**src/rtl/scal_pkg.sv**
```systemverilog
package scal_pkg;

  typedef enum logic [2:0] {
    SEL_NONE = 3'd0,
    SEL_LOCK = 3'd1,
    SEL_STAT = 3'd2,
    SEL_WIN  = 3'd3,
    SEL_SCR  = 3'd4
  } sel_e;

endpackage

```
**src/rtl/scal_access_gate.sv**
```systemverilog
module scal_access_gate
  import scal_pkg::*;
#(
  parameter int unsigned ADDR_W    = 4,
  parameter int unsigned LOCK_ADDR = 0,
  parameter int unsigned STAT_ADDR = 1,
  parameter int unsigned WIN_START = 4,
  parameter int unsigned WIN_LEN   = 4,
  parameter int unsigned SCR_BASE  = 8,
  parameter int unsigned NUM_SCR   = 2,
  localparam int unsigned WIN_IW   = (WIN_LEN > 1) ? $clog2(WIN_LEN) : 1,
  localparam int unsigned SCR_IW   = (NUM_SCR > 1) ? $clog2(NUM_SCR) : 1
) (
  input  logic [ADDR_W-1:0] addr_i,
  input  logic              we_i,
  input  logic              priv_i,
  input  logic              lock_i,
  output sel_e              sel_o,
  output logic [WIN_IW-1:0] win_idx_o,
  output logic [SCR_IW-1:0] scr_idx_o,
  output logic              wr_ok_o,
  output logic              blocked_o
);

  localparam int unsigned WIN_END = WIN_START + WIN_LEN - 1;
  localparam int unsigned SCR_END = SCR_BASE + NUM_SCR - 1;

  logic in_win, in_scr;

  assign in_win = (addr_i >= ADDR_W'(WIN_START)) && (addr_i <= ADDR_W'(WIN_END));
  assign in_scr = (addr_i >= ADDR_W'(SCR_BASE))  && (addr_i <= ADDR_W'(SCR_END));

  always_comb begin
    if (addr_i == ADDR_W'(LOCK_ADDR))      sel_o = SEL_LOCK;
    else if (addr_i == ADDR_W'(STAT_ADDR)) sel_o = SEL_STAT;
    else if (in_win)                       sel_o = SEL_WIN;
    else if (in_scr)                       sel_o = SEL_SCR;
    else                                   sel_o = SEL_NONE;
  end

  assign win_idx_o = WIN_IW'(addr_i - ADDR_W'(WIN_START));
  assign scr_idx_o = SCR_IW'(addr_i - ADDR_W'(SCR_BASE));

  // Window writes need privilege and a clear lock; control writes need privilege.
  always_comb begin
    wr_ok_o   = 1'b0;
    blocked_o = 1'b0;
    if (we_i) begin
      unique case (sel_o)
        SEL_LOCK, SEL_STAT: begin
          wr_ok_o   = priv_i;
          blocked_o = !priv_i;
        end
        SEL_WIN: begin
          wr_ok_o   = priv_i && !lock_i;
          blocked_o = !priv_i || lock_i;
        end
        SEL_SCR:  wr_ok_o = 1'b1;
        default:  wr_ok_o = 1'b0;
      endcase
    end
  end

  always_comb begin
    AST_GATE_EXCLUSIVE: assert (!(wr_ok_o && blocked_o));
  end

endmodule

```
**src/rtl/scal_lock_ctrl.sv**
```systemverilog
module scal_lock_ctrl (
  input  logic clk_i,
  input  logic rst_ni,
  input  logic lock_we_i,
  input  logic lock_d_i,
  input  logic err_clr_i,
  input  logic blocked_i,
  output logic lock_o,
  output logic err_o,
  output logic viol_o
);

  logic lock_q, err_q, viol_q;

  always_ff @(posedge clk_i or negedge rst_ni) begin
    if (!rst_ni)        lock_q <= 1'b1;
    else if (lock_we_i) lock_q <= lock_d_i;
  end

  // Set wins over clear: a violation is never lost.
  always_ff @(posedge clk_i or negedge rst_ni) begin
    if (!rst_ni)        err_q <= 1'b0;
    else if (blocked_i) err_q <= 1'b1;
    else if (err_clr_i) err_q <= 1'b0;
  end

  always_ff @(posedge clk_i or negedge rst_ni) begin
    if (!rst_ni) viol_q <= 1'b0;
    else         viol_q <= blocked_i;
  end

  assign lock_o = lock_q;
  assign err_o  = err_q;
  assign viol_o = viol_q;

  AST_VIOL_MARKS_ERR: assert property (@(posedge clk_i) disable iff (!rst_ni)
    viol_o |-> err_o);

  AST_LOCK_NEEDS_STROBE: assert property (@(posedge clk_i) disable iff (!rst_ni)
    !lock_we_i |=> $stable(lock_o));

endmodule

```
**src/rtl/scal_win_regs.sv**
```systemverilog
module scal_win_regs #(
  parameter int unsigned DATA_W   = 8,
  parameter int unsigned NUM_DOM  = 2,
  parameter int unsigned FREQ_RST = 'h10,
  parameter int unsigned VOLT_RST = 'h30,
  localparam int unsigned WIN_LEN = 2 * NUM_DOM,
  localparam int unsigned WIN_IW  = (WIN_LEN > 1) ? $clog2(WIN_LEN) : 1
) (
  input  logic                        clk_i,
  input  logic                        rst_ni,
  input  logic                        we_i,
  input  logic [WIN_IW-1:0]           wr_idx_i,
  input  logic [DATA_W-1:0]           wdata_i,
  input  logic [WIN_IW-1:0]           rd_idx_i,
  output logic [DATA_W-1:0]           rd_data_o,
  output logic [NUM_DOM*DATA_W-1:0]   freq_o,
  output logic [NUM_DOM*DATA_W-1:0]   volt_o
);

  logic [DATA_W-1:0] freq_q [NUM_DOM];
  logic [DATA_W-1:0] volt_q [NUM_DOM];

  for (genvar g = 0; g < NUM_DOM; g++) begin : g_dom
    localparam logic [WIN_IW-1:0] F_IDX = WIN_IW'(2 * g);
    localparam logic [WIN_IW-1:0] V_IDX = WIN_IW'(2 * g + 1);

    always_ff @(posedge clk_i or negedge rst_ni) begin
      if (!rst_ni)                          freq_q[g] <= DATA_W'(FREQ_RST);
      else if (we_i && wr_idx_i == F_IDX)   freq_q[g] <= wdata_i;
    end

    always_ff @(posedge clk_i or negedge rst_ni) begin
      if (!rst_ni)                          volt_q[g] <= DATA_W'(VOLT_RST);
      else if (we_i && wr_idx_i == V_IDX)   volt_q[g] <= wdata_i;
    end

    assign freq_o[g*DATA_W +: DATA_W] = freq_q[g];
    assign volt_o[g*DATA_W +: DATA_W] = volt_q[g];
  end

  always_comb begin
    rd_data_o = '0;
    for (int d = 0; d < NUM_DOM; d++) begin
      if (rd_idx_i == WIN_IW'(2 * d))     rd_data_o = freq_q[d];
      if (rd_idx_i == WIN_IW'(2 * d + 1)) rd_data_o = volt_q[d];
    end
  end

  AST_WIN_IDLE_HOLD: assert property (@(posedge clk_i) disable iff (!rst_ni)
    !we_i |=> ($stable(freq_o) && $stable(volt_o)));

endmodule

```
**src/rtl/scal_scratch_regs.sv**
```systemverilog
module scal_scratch_regs #(
  parameter int unsigned DATA_W  = 8,
  parameter int unsigned NUM_SCR = 2,
  localparam int unsigned SCR_IW = (NUM_SCR > 1) ? $clog2(NUM_SCR) : 1
) (
  input  logic              clk_i,
  input  logic              rst_ni,
  input  logic              we_i,
  input  logic [SCR_IW-1:0] wr_idx_i,
  input  logic [DATA_W-1:0] wdata_i,
  input  logic [SCR_IW-1:0] rd_idx_i,
  output logic [DATA_W-1:0] rd_data_o
);

  logic [DATA_W-1:0] scr_q [NUM_SCR];

  for (genvar g = 0; g < NUM_SCR; g++) begin : g_scr
    always_ff @(posedge clk_i or negedge rst_ni) begin
      if (!rst_ni)                                  scr_q[g] <= '0;
      else if (we_i && wr_idx_i == SCR_IW'(g))      scr_q[g] <= wdata_i;
    end
  end

  always_comb begin
    rd_data_o = '0;
    for (int s = 0; s < NUM_SCR; s++) begin
      if (rd_idx_i == SCR_IW'(s)) rd_data_o = scr_q[s];
    end
  end

endmodule

```
**src/rtl/scal_ctrl_regs.sv**
```systemverilog
module scal_ctrl_regs
  import scal_pkg::*;
#(
  parameter int unsigned ADDR_W    = 4,
  parameter int unsigned DATA_W    = 8,
  parameter int unsigned NUM_DOM   = 2,
  parameter int unsigned NUM_SCR   = 2,
  parameter int unsigned LOCK_ADDR = 0,
  parameter int unsigned STAT_ADDR = 1,
  parameter int unsigned WIN_START = 4,
  parameter int unsigned SCR_BASE  = 8,
  parameter int unsigned FREQ_RST  = 'h10,
  parameter int unsigned VOLT_RST  = 'h30
) (
  input  logic                      clk_i,
  input  logic                      rst_ni,
  input  logic [ADDR_W-1:0]         addr_i,
  input  logic [DATA_W-1:0]         wdata_i,
  input  logic                      we_i,
  input  logic                      re_i,
  input  logic                      priv_i,
  output logic [DATA_W-1:0]         rdata_o,
  output logic [NUM_DOM*DATA_W-1:0] freq_o,
  output logic [NUM_DOM*DATA_W-1:0] volt_o,
  output logic                      lock_o,
  output logic                      viol_o,
  output logic                      err_o
);

  localparam int unsigned WIN_LEN = 2 * NUM_DOM;
  localparam int unsigned WIN_IW  = (WIN_LEN > 1) ? $clog2(WIN_LEN) : 1;
  localparam int unsigned SCR_IW  = (NUM_SCR > 1) ? $clog2(NUM_SCR) : 1;

  sel_e              sel;
  logic [WIN_IW-1:0] win_idx;
  logic [SCR_IW-1:0] scr_idx;
  logic              wr_ok, blocked;
  logic              lock_we, err_clr, win_we, scr_we;
  logic [DATA_W-1:0] win_rd, scr_rd, rd_next, rdata_q;

  scal_access_gate #(
    .ADDR_W   (ADDR_W),
    .LOCK_ADDR(LOCK_ADDR),
    .STAT_ADDR(STAT_ADDR),
    .WIN_START(WIN_START),
    .WIN_LEN  (WIN_LEN),
    .SCR_BASE (SCR_BASE),
    .NUM_SCR  (NUM_SCR)
  ) i_gate (
    .addr_i   (addr_i),
    .we_i     (we_i),
    .priv_i   (priv_i),
    .lock_i   (lock_o),
    .sel_o    (sel),
    .win_idx_o(win_idx),
    .scr_idx_o(scr_idx),
    .wr_ok_o  (wr_ok),
    .blocked_o(blocked)
  );

  assign lock_we = wr_ok && (sel == SEL_LOCK);
  assign err_clr = wr_ok && (sel == SEL_STAT) && wdata_i[0];
  assign win_we  = wr_ok && (sel == SEL_WIN);
  assign scr_we  = wr_ok && (sel == SEL_SCR);

  scal_lock_ctrl i_lock (
    .clk_i    (clk_i),
    .rst_ni   (rst_ni),
    .lock_we_i(lock_we),
    .lock_d_i (wdata_i[0]),
    .err_clr_i(err_clr),
    .blocked_i(blocked),
    .lock_o   (lock_o),
    .err_o    (err_o),
    .viol_o   (viol_o)
  );

  scal_win_regs #(
    .DATA_W  (DATA_W),
    .NUM_DOM (NUM_DOM),
    .FREQ_RST(FREQ_RST),
    .VOLT_RST(VOLT_RST)
  ) i_win (
    .clk_i    (clk_i),
    .rst_ni   (rst_ni),
    .we_i     (win_we),
    .wr_idx_i (win_idx),
    .wdata_i  (wdata_i),
    .rd_idx_i (win_idx),
    .rd_data_o(win_rd),
    .freq_o   (freq_o),
    .volt_o   (volt_o)
  );

  scal_scratch_regs #(
    .DATA_W (DATA_W),
    .NUM_SCR(NUM_SCR)
  ) i_scr (
    .clk_i    (clk_i),
    .rst_ni   (rst_ni),
    .we_i     (scr_we),
    .wr_idx_i (scr_idx),
    .wdata_i  (wdata_i),
    .rd_idx_i (scr_idx),
    .rd_data_o(scr_rd)
  );

  always_comb begin
    unique case (sel)
      SEL_LOCK: rd_next = {{(DATA_W-1){1'b0}}, lock_o};
      SEL_STAT: rd_next = {{(DATA_W-1){1'b0}}, err_o};
      SEL_WIN:  rd_next = win_rd;
      SEL_SCR:  rd_next = scr_rd;
      default:  rd_next = '0;
    endcase
  end

  always_ff @(posedge clk_i or negedge rst_ni) begin
    if (!rst_ni)   rdata_q <= '0;
    else if (re_i) rdata_q <= rd_next;
  end

  assign rdata_o = rdata_q;

  AST_UNPRIV_LOCK_HOLD: assert property (@(posedge clk_i) disable iff (!rst_ni)
    (we_i && !priv_i) |=> $stable(lock_o));

  AST_UNPRIV_WIN_HOLD: assert property (@(posedge clk_i) disable iff (!rst_ni)
    (we_i && !priv_i) |=> ($stable(freq_o) && $stable(volt_o)));

  AST_LOCKED_WIN_HOLD: assert property (@(posedge clk_i) disable iff (!rst_ni)
    (we_i && lock_o) |=> ($stable(freq_o) && $stable(volt_o)));

  AST_ERR_STICKY: assert property (@(posedge clk_i) disable iff (!rst_ni)
    (err_o && !(we_i && priv_i && addr_i == ADDR_W'(STAT_ADDR) && wdata_i[0]))
      |=> err_o);

  AST_VIOL_AFTER_WRITE: assert property (@(posedge clk_i) disable iff (!rst_ni)
    (!we_i) |=> !viol_o);

  AST_READ_HOLD: assert property (@(posedge clk_i) disable iff (!rst_ni)
    !re_i |=> $stable(rdata_o));

  AST_SCR_NO_VIOL: assert property (@(posedge clk_i) disable iff (!rst_ni)
    (we_i && addr_i >= ADDR_W'(SCR_BASE) && addr_i < ADDR_W'(SCR_BASE + NUM_SCR))
      |=> !viol_o);

endmodule

```
**config.mk**
```make
export PLATFORM = sky130hd
export DESIGN_NAME = scal_ctrl_regs
export DESIGN_NICKNAME = d
export VERILOG_FILES = /design/src/rtl/scal_pkg.sv /design/src/rtl/scal_access_gate.sv /design/src/rtl/scal_lock_ctrl.sv /design/src/rtl/scal_win_regs.sv /design/src/rtl/scal_scratch_regs.sv /design/src/rtl/scal_ctrl_regs.sv
export SDC_FILE = /design/constraint.sdc
export NUM_CORES = 1
export LEC_CHECK = 0
export ABC_CLOCK_PERIOD_IN_PS = 3800
export BUFFER_PORTS_ARGS = -buffer_cell sky130_fd_sc_hd__buf_4
export CORE_MARGIN = 1.5
export CORE_UTILIZATION = 35
export CTS_BUF_LIST = sky130_fd_sc_hd__clkbuf_8
export CTS_CLUSTER_DIAMETER = 60
export DETAILED_ROUTE_END_ITERATION = 8
export GPL_ROUTABILITY_DRIVEN = 0
export REMOVE_ABC_BUFFERS = 1
export SLEW_MARGIN = 20
export SYNTH_ARGS = -nofsm -noshare
export SYNTH_HDL_FRONTEND = slang
export SYNTH_SLANG_ARGS = --single-unit
```
**constraint.sdc**
```tcl
create_clock -name clk_i -period 3.8 [get_ports clk_i]
set_clock_uncertainty 0.15 [all_clocks]
set_input_delay 0.19 -clock clk_i [delete_from_list [all_inputs] [get_ports clk_i]]
set_output_delay 0.19 -clock clk_i [all_outputs]
set_load 0.02 [all_outputs]
```
Word level (Yosys, flattened, before mapping)

Index checks and enable logic that the tools add are counted.

Magnitude comparators: 4
Add/subtract/negate cells: 2
Equality and inequality tests: 8
Reductions and logical operators: 21
Multiplexer cells: 16
Bitwise operators: 1

Operators with widths:

| cell                  | number |
|---|---|
| $mux W8               | 5 |
| $pmux W8 S4           | 1 |
| $logic_and A1 B1 Y1   | 14 |
| $mux W3               | 4 |
| $eq A3 B2 Y1 const B  | 2 |
| $eq A2 B2 Y1 const B  | 2 |
| $eq A4 B1 Y1 const B  | 1 |
| $ge A4 B3 Y1 const B  | 1 |
| $ge A4 B4 Y1 const B  | 1 |
| $le A4 B3 Y1 const B  | 1 |
| $le A4 B4 Y1 const B  | 1 |
| $logic_not A4 Y1      | 1 |
| $mux W1               | 4 |
| $eq A3 B1 Y1 const B  | 1 |
| $eq A3 B3 Y1 const B  | 1 |
| $pmux W1 S3           | 1 |
| $eq A2 B1 Y1 const B  | 1 |
| $logic_not A1 Y1      | 2 |
| $logic_not A2 Y1      | 1 |
| $pmux W1 S2           | 1 |
| $reduce_bool A2 Y1    | 1 |
| $reduce_or A2 Y1      | 1 |
| $sub A2 B1 Y2 const B | 1 |
| $logic_or A1 B1 Y1    | 1 |
| 2 further kinds       | 2 |

Output and inout bits: 43
Register bits after elaboration: 59

Depth between registers and ports, before layout

Depth after elaboration: 14
Depth in mapped cells: 5
Depth with buffers taken out: 3

By module

From an unflattened synthesis, not the netlist that was laid out.

Cells, all modules: 195
Area total of the unflattened synthesis: 2,901.5 um^2

By module, submodules not included:

| module            | cells an instance | instances | area each (um^2) |
|---|---|---|---|
| scal_win_regs     | 78                | 1         | 1,408.9 |
| scal_scratch_regs | 44                | 1         | 737.0 |
| scal_ctrl_regs    | 49                | 1         | 543.0 |
| scal_access_gate  | 18                | 1         | 110.1 |
| scal_lock_ctrl    | 6                 | 1         | 102.6 |

Least setup slack after synthesis

OpenSTA, ideal clock, no wires.

Kind: register -> register
Start point: register i_lock.lock_q, in the netlist i_lock.lock_o
End point: register i_win.volt_q (netlist bit i_win.volt_o[10])
Arrival time: 1.538 ns
Stages on the path, launching flop included: 6
Path slack: 1.988 ns
Library setup time: 0.125 ns
Data required time: 3.525 ns
Clock period less this slack: 1.812 ns
Path through: dfstp_2 -> and4b_1 -> buf_2 -> and4b_2 -> buf_6 -> mux2_2

Longest elaborated chain between the ends: 6

Ends and longest elaborated chain:

| what                           | line                   | source |
|---|---|---|
| start: declaration             | scal_lock_ctrl.sv:13   | `logic lock_q, err_q, viol_q;` |
| start signal: assignment       | scal_lock_ctrl.sv:17   | `else if (lock_we_i) lock_q <= lock_d_i;` |
| $logic_not A1 Y1               | scal_access_gate.sv:55 | `wr_ok_o = priv_i && !lock_i;` |
| $logic_and A1 B1 Y1            | scal_access_gate.sv:55 |  |
| $pmux W1 S3                    | scal_access_gate.sv:49 | `unique case (sel_o)` |
| $mux W1                        | scal_access_gate.sv:48 | `if (we_i) begin` |
| $logic_and A1 B1 Y1            | scal_ctrl_regs.sv:63   | `assign win_we = wr_ok && (sel == SEL_WIN);` |
| $logic_and A1 B1 Y1            | scal_win_regs.sv:34    | `else if (we_i && wr_idx_i == V_IDX) volt_q[g] <= wdata_i;` |
| end signal: indexed assignment | scal_win_regs.sv:33    | `if (!rst_ni) volt_q[g] <= DATA_W'(VOLT_RST);` |
| end signal: indexed assignment | scal_win_regs.sv:34    |  |
| end: declaration               | scal_win_regs.sv:21    | `logic [DATA_W-1:0] volt_q [NUM_DOM];` |

No other way between the ends.
A chain may end at the register's enable or synchronous reset.

Worst setup path in the final report

Start point: input we_i
End point: register i_win.volt_q (netlist bit i_win.volt_o[15])

Longest elaborated chain between the ends: 3

Ends and longest elaborated chain:

| what                | line                   | source |
|---|---|---|
| start: declaration  | scal_ctrl_regs.sv:19   | `input logic we_i,` |
| $mux W1             | scal_access_gate.sv:48 |  |
| $logic_and A1 B1 Y1 | scal_ctrl_regs.sv:63   |  |
| $logic_and A1 B1 Y1 | scal_win_regs.sv:34    |  |

No other way between the ends.

==> qor.log <==
[status] status completed
[hold_path] type of the most critical hold path in -> reg
[drt] total DRC errors in the routed layout 0
[cells_and_area] fillers 715
[clock_tree] Resize count post-CTS 0
[power] maximum VDD drop 0.237 mV
[timing] max-slew violation count 0
[clock_tree] root buffer cell clkbuf_8
[timing] setup slack of the critical path after layout 1900 ps
[drt] number of nets with antenna violations after detailed routing 0
[critical_path] total buffers and inverters traversed by the critical path 2
[floorplan] Die Y 91.4 um
[power] Final Total Pwr 1820 uW
[clock_tree] buffers inserted by post-CTS timing repair 0
[cells_and_area] non-filler instance count after layout 357
[placed_design] placed cell count 331
[cells_and_area] final core area utilization 0.461
[placed_design] Post-Place Setup Slack 1990 ps
[clock_tree] number of hold-repair buffers added at the cts stage 10
[power] sequential group share of total power 0.460
[timing] Setup Total Neg Slack 0 ps
[power] share of total power consumed by net switching 0.292
[critical_path] kind of cell adding the most delay to the critical path simple AND/OR/NAND/NOR gates
[timing] worst-case headroom to the max-slew limit 0.506
[drt] average wire length per cell after detail routing 17.0 um
[floorplan] Core Footprint 0.00765 sq mm
[timing] transition time at the pin with the least slew margin 740 ps
[floorplan] initial standard-cell utilization of the core 0.358
[critical_path] Critical Path Sink Type flop
[timing] final period utilization 0.499
[yosys] count of cell types in the netlist 29
[yosys] average cell area after synthesis 15.4 sq um
[critical_path] startpoint kind of the worst setup timing path input port
[drt] routed vias/inst 4.99
[cells_and_area] Final #Nets 267
[power] part of the total power dissipated in combinational logic 0.256
[grt] remaining global-route overflow 0
[floorplan] count of pins on the block boundary 60
[critical_path] maximum single-stage delay on the critical path 530 ps
[run] number of max-cap violations 0
[clock_tree] Bufs on Longest Clock Path 2
[cells_and_area] Sequential Area 0.00149 sq mm
[grt] via count of the first global-routing pass 1890
[placed_design] post-DP HPWL 3970 um
[clock_tree] TritonCTS clock tree done
[floorplan] Die Area 0.00836 sq mm
[drt] aggregate routed wire length 6080 um
[timing] Final setup viols 0
[clock_tree] clock-pin slew on the worst setup and hold paths 60 ps
[yosys] number of register bits inferred by synthesis 59
[floorplan] number of rows created at floorplan 32
[yosys] Warnings, synthesis 0
[grt] pin count of the biggest net entering global routing 60
[power] leakage power 0.00167 uW
[critical_path] Critical Path, Cell by Cell dlygate4sd3_1 -> buf_4 -> and4b_1 -> and4b_2 -> mux2_2
[critical_path] type of the worst setup path in -> reg
[grt] global-route usage over all layers 0.160
[yosys] netlist area before placement 0.00274 sq mm
[critical_path] crit path max fanout 8
[critical_path] data required time at the worst endpoint 3870 ps
[clock_tree] CTS sink count 59
[cells_and_area] count of inserted antenna diode cells 0
[critical_path] Crit path arrival time 1970 ps
[grt] first-pass GRT wire length 9910 um
[clock_tree] depth of the CTS H-tree 3
[critical_path] cell at the slowest stage of the critical path dlygate4sd3_1
[timing] hold violation count in the final report 0
[grt] number of antenna violations at the first check in global routing 0
[yosys] synthesized instance count 178
[timing] unrepaired setup endpoints after global routing no
[power] power density over cell area 517 mW/mm^2
[drt] number of vias in the routed layout 1782
[clock_tree] number of buffers created by CTS 9
[clock_tree] worst-skew pair later-pin latency 340 ps
[placed_design] count of input and output buffers 59
[timing] Max Fclk 527 MHz
[drt] DRT Pass-1 Iters 4
[drt] violation count after the first detailed-routing iteration 51
[power] cell internal power dissipation 1290 uW
[cells_and_area] Area growth, synth to finish 28.8%
[power] reported net switching power 532 uW
[timing] time the final worst path needs with I/O delays and setup 1900 ps
[power] clock group share of total power 0.284
[cells_and_area] share of layout cells above drive strength 1 0.537
[floorplan] die outline width 91.4 um
[cells_and_area] Multi-input gate area 0.00115 sq mm
[yosys] fraction of the yosys area taken by sequential cells 0.543
==> metrics by stage <==
step,hold slack (ps),area (sq um)
final,21.3,3520
after global placement,160,3240
after CTS,0.976,3520
after floorplan,-256,2670
after detailed placement,155,3240
after global routing,47.7,3520
==> tightest hold or removal path, cell delays in order <==
cell       delay, ps
buf_4            110
a2bb2oi_1         80
nor2_1            80
==> final cells by class <==
class	instances	area share
Clock buffer	12	0.0469
Clock inverter	4	0.00497
Inverter	9	0.00959
Multi-Input combinational cell	102	0.327
Sequential cell	59	0.422
Tap cell	102	0.0362
Timing Repair Buffer	69	0.154
==> layer usage <==
layer	routed length, um	vias up	GRT usage	share of wire
li1	-	810	-	-
met1	2640	903	0.196	0.43
met2	2970	55	0.260	0.49
met3	352	14	0.0595	0.058
met4	116	0	0.0547	0.019
met5	0	-	0	0
==> cells by family after synthesis <==
| kind of cell | Yosys count | share of synthesized area |
|---|---|---|
| mux | 65 | 0.314 |
| simple gates | 27 | 0.0750 |
| flops | 59 | 0.543 |
| compound gates | 10 | 0.0320 |
| buf+inv | 17 | 0.0366 |
==> power groups by stage <==
stage / Combinational (uW) / Clock [uW] / Sequential [uW]
after floorplan: 168 / 0 / 930
after global placement: 456 / 0 / 849
after detailed placement: 464 / 0 / 851
after CTS: 473 / 535 / 841
after global routing: 501 / 567 / 859
final: 466 / 517 / 839
==> final timing paths <==
path                                 from                to  slack, ps  cells after the start
max                                  we_i  i_win.volt_o[15]       1900                      5
min in group asynchronous          rst_ni   i_win.volt_o[6]        290                      2
min reg2reg                i_scr.scr_q[8]    i_scr.scr_q[8]        350                      1
max reg2reg                 i_lock.lock_o  i_win.volt_o[15]       1990                      3
max in group asynchronous          rst_ni        rdata_o[7]       2700                      2
min                             addr_i[2]     i_lock.viol_o         20                      3
==> sequential cells by signal (all words and copies together) (netlist names) <==
signal / cells
i_lock.viol_o: 1
i_win.volt_o: 16
i_scr.scr_q: 16
rdata_o: 8
i_lock.err_o: 1
i_win.freq_o: 16
i_lock.lock_o: 1
==> Yosys cell counts, drive strengths merged <==
| master | instances | share of area |
|---|---|---|
| clkbuf | 1 | 0.0014 |
| nor2b | 1 | 0.0023 |
| mux2i | 7 | 0.026 |
| and2b | 1 | 0.0032 |
| dfrtp | 52 | 0.48 |
| nand2b | 8 | 0.018 |
| buf | 7 | 0.023 |
| mux4 | 9 | 0.086 |
| o221ai | 8 | 0.026 |
| o2bb2ai | 1 | 0.0032 |
| mux2 | 49 | 0.20 |
| nand4 | 1 | 0.0023 |
| inv | 9 | 0.012 |
| nand2 | 2 | 0.0055 |
| dfstp | 7 | 0.067 |
| a2bb2oi | 1 | 0.0032 |
| nor3b | 1 | 0.0069 |
| and4 | 1 | 0.0037 |
| nand3b | 2 | 0.0069 |
| nand3 | 4 | 0.011 |
| nor2 | 3 | 0.0041 |
| and4b | 2 | 0.0078 |
| nor4b | 1 | 0.0032 |
==> cell usage in the layout, fill, tap and decap left out, types with 2 or more instances in the layout <==
master / instances
nor2_1: 3
o221ai_1: 8
mux4_1: 9
mux2i_1: 7
dfrtp_1: 52
dlygate4sd3_1: 10
nand3_2: 2
nand2b_1: 8
buf_4: 59
mux2_2: 49
clkinv_2: 2
nand3_1: 2
inv_1: 11
clkbuf_8: 12
dfstp_2: 7
Power figures use the tool's default switching activity.
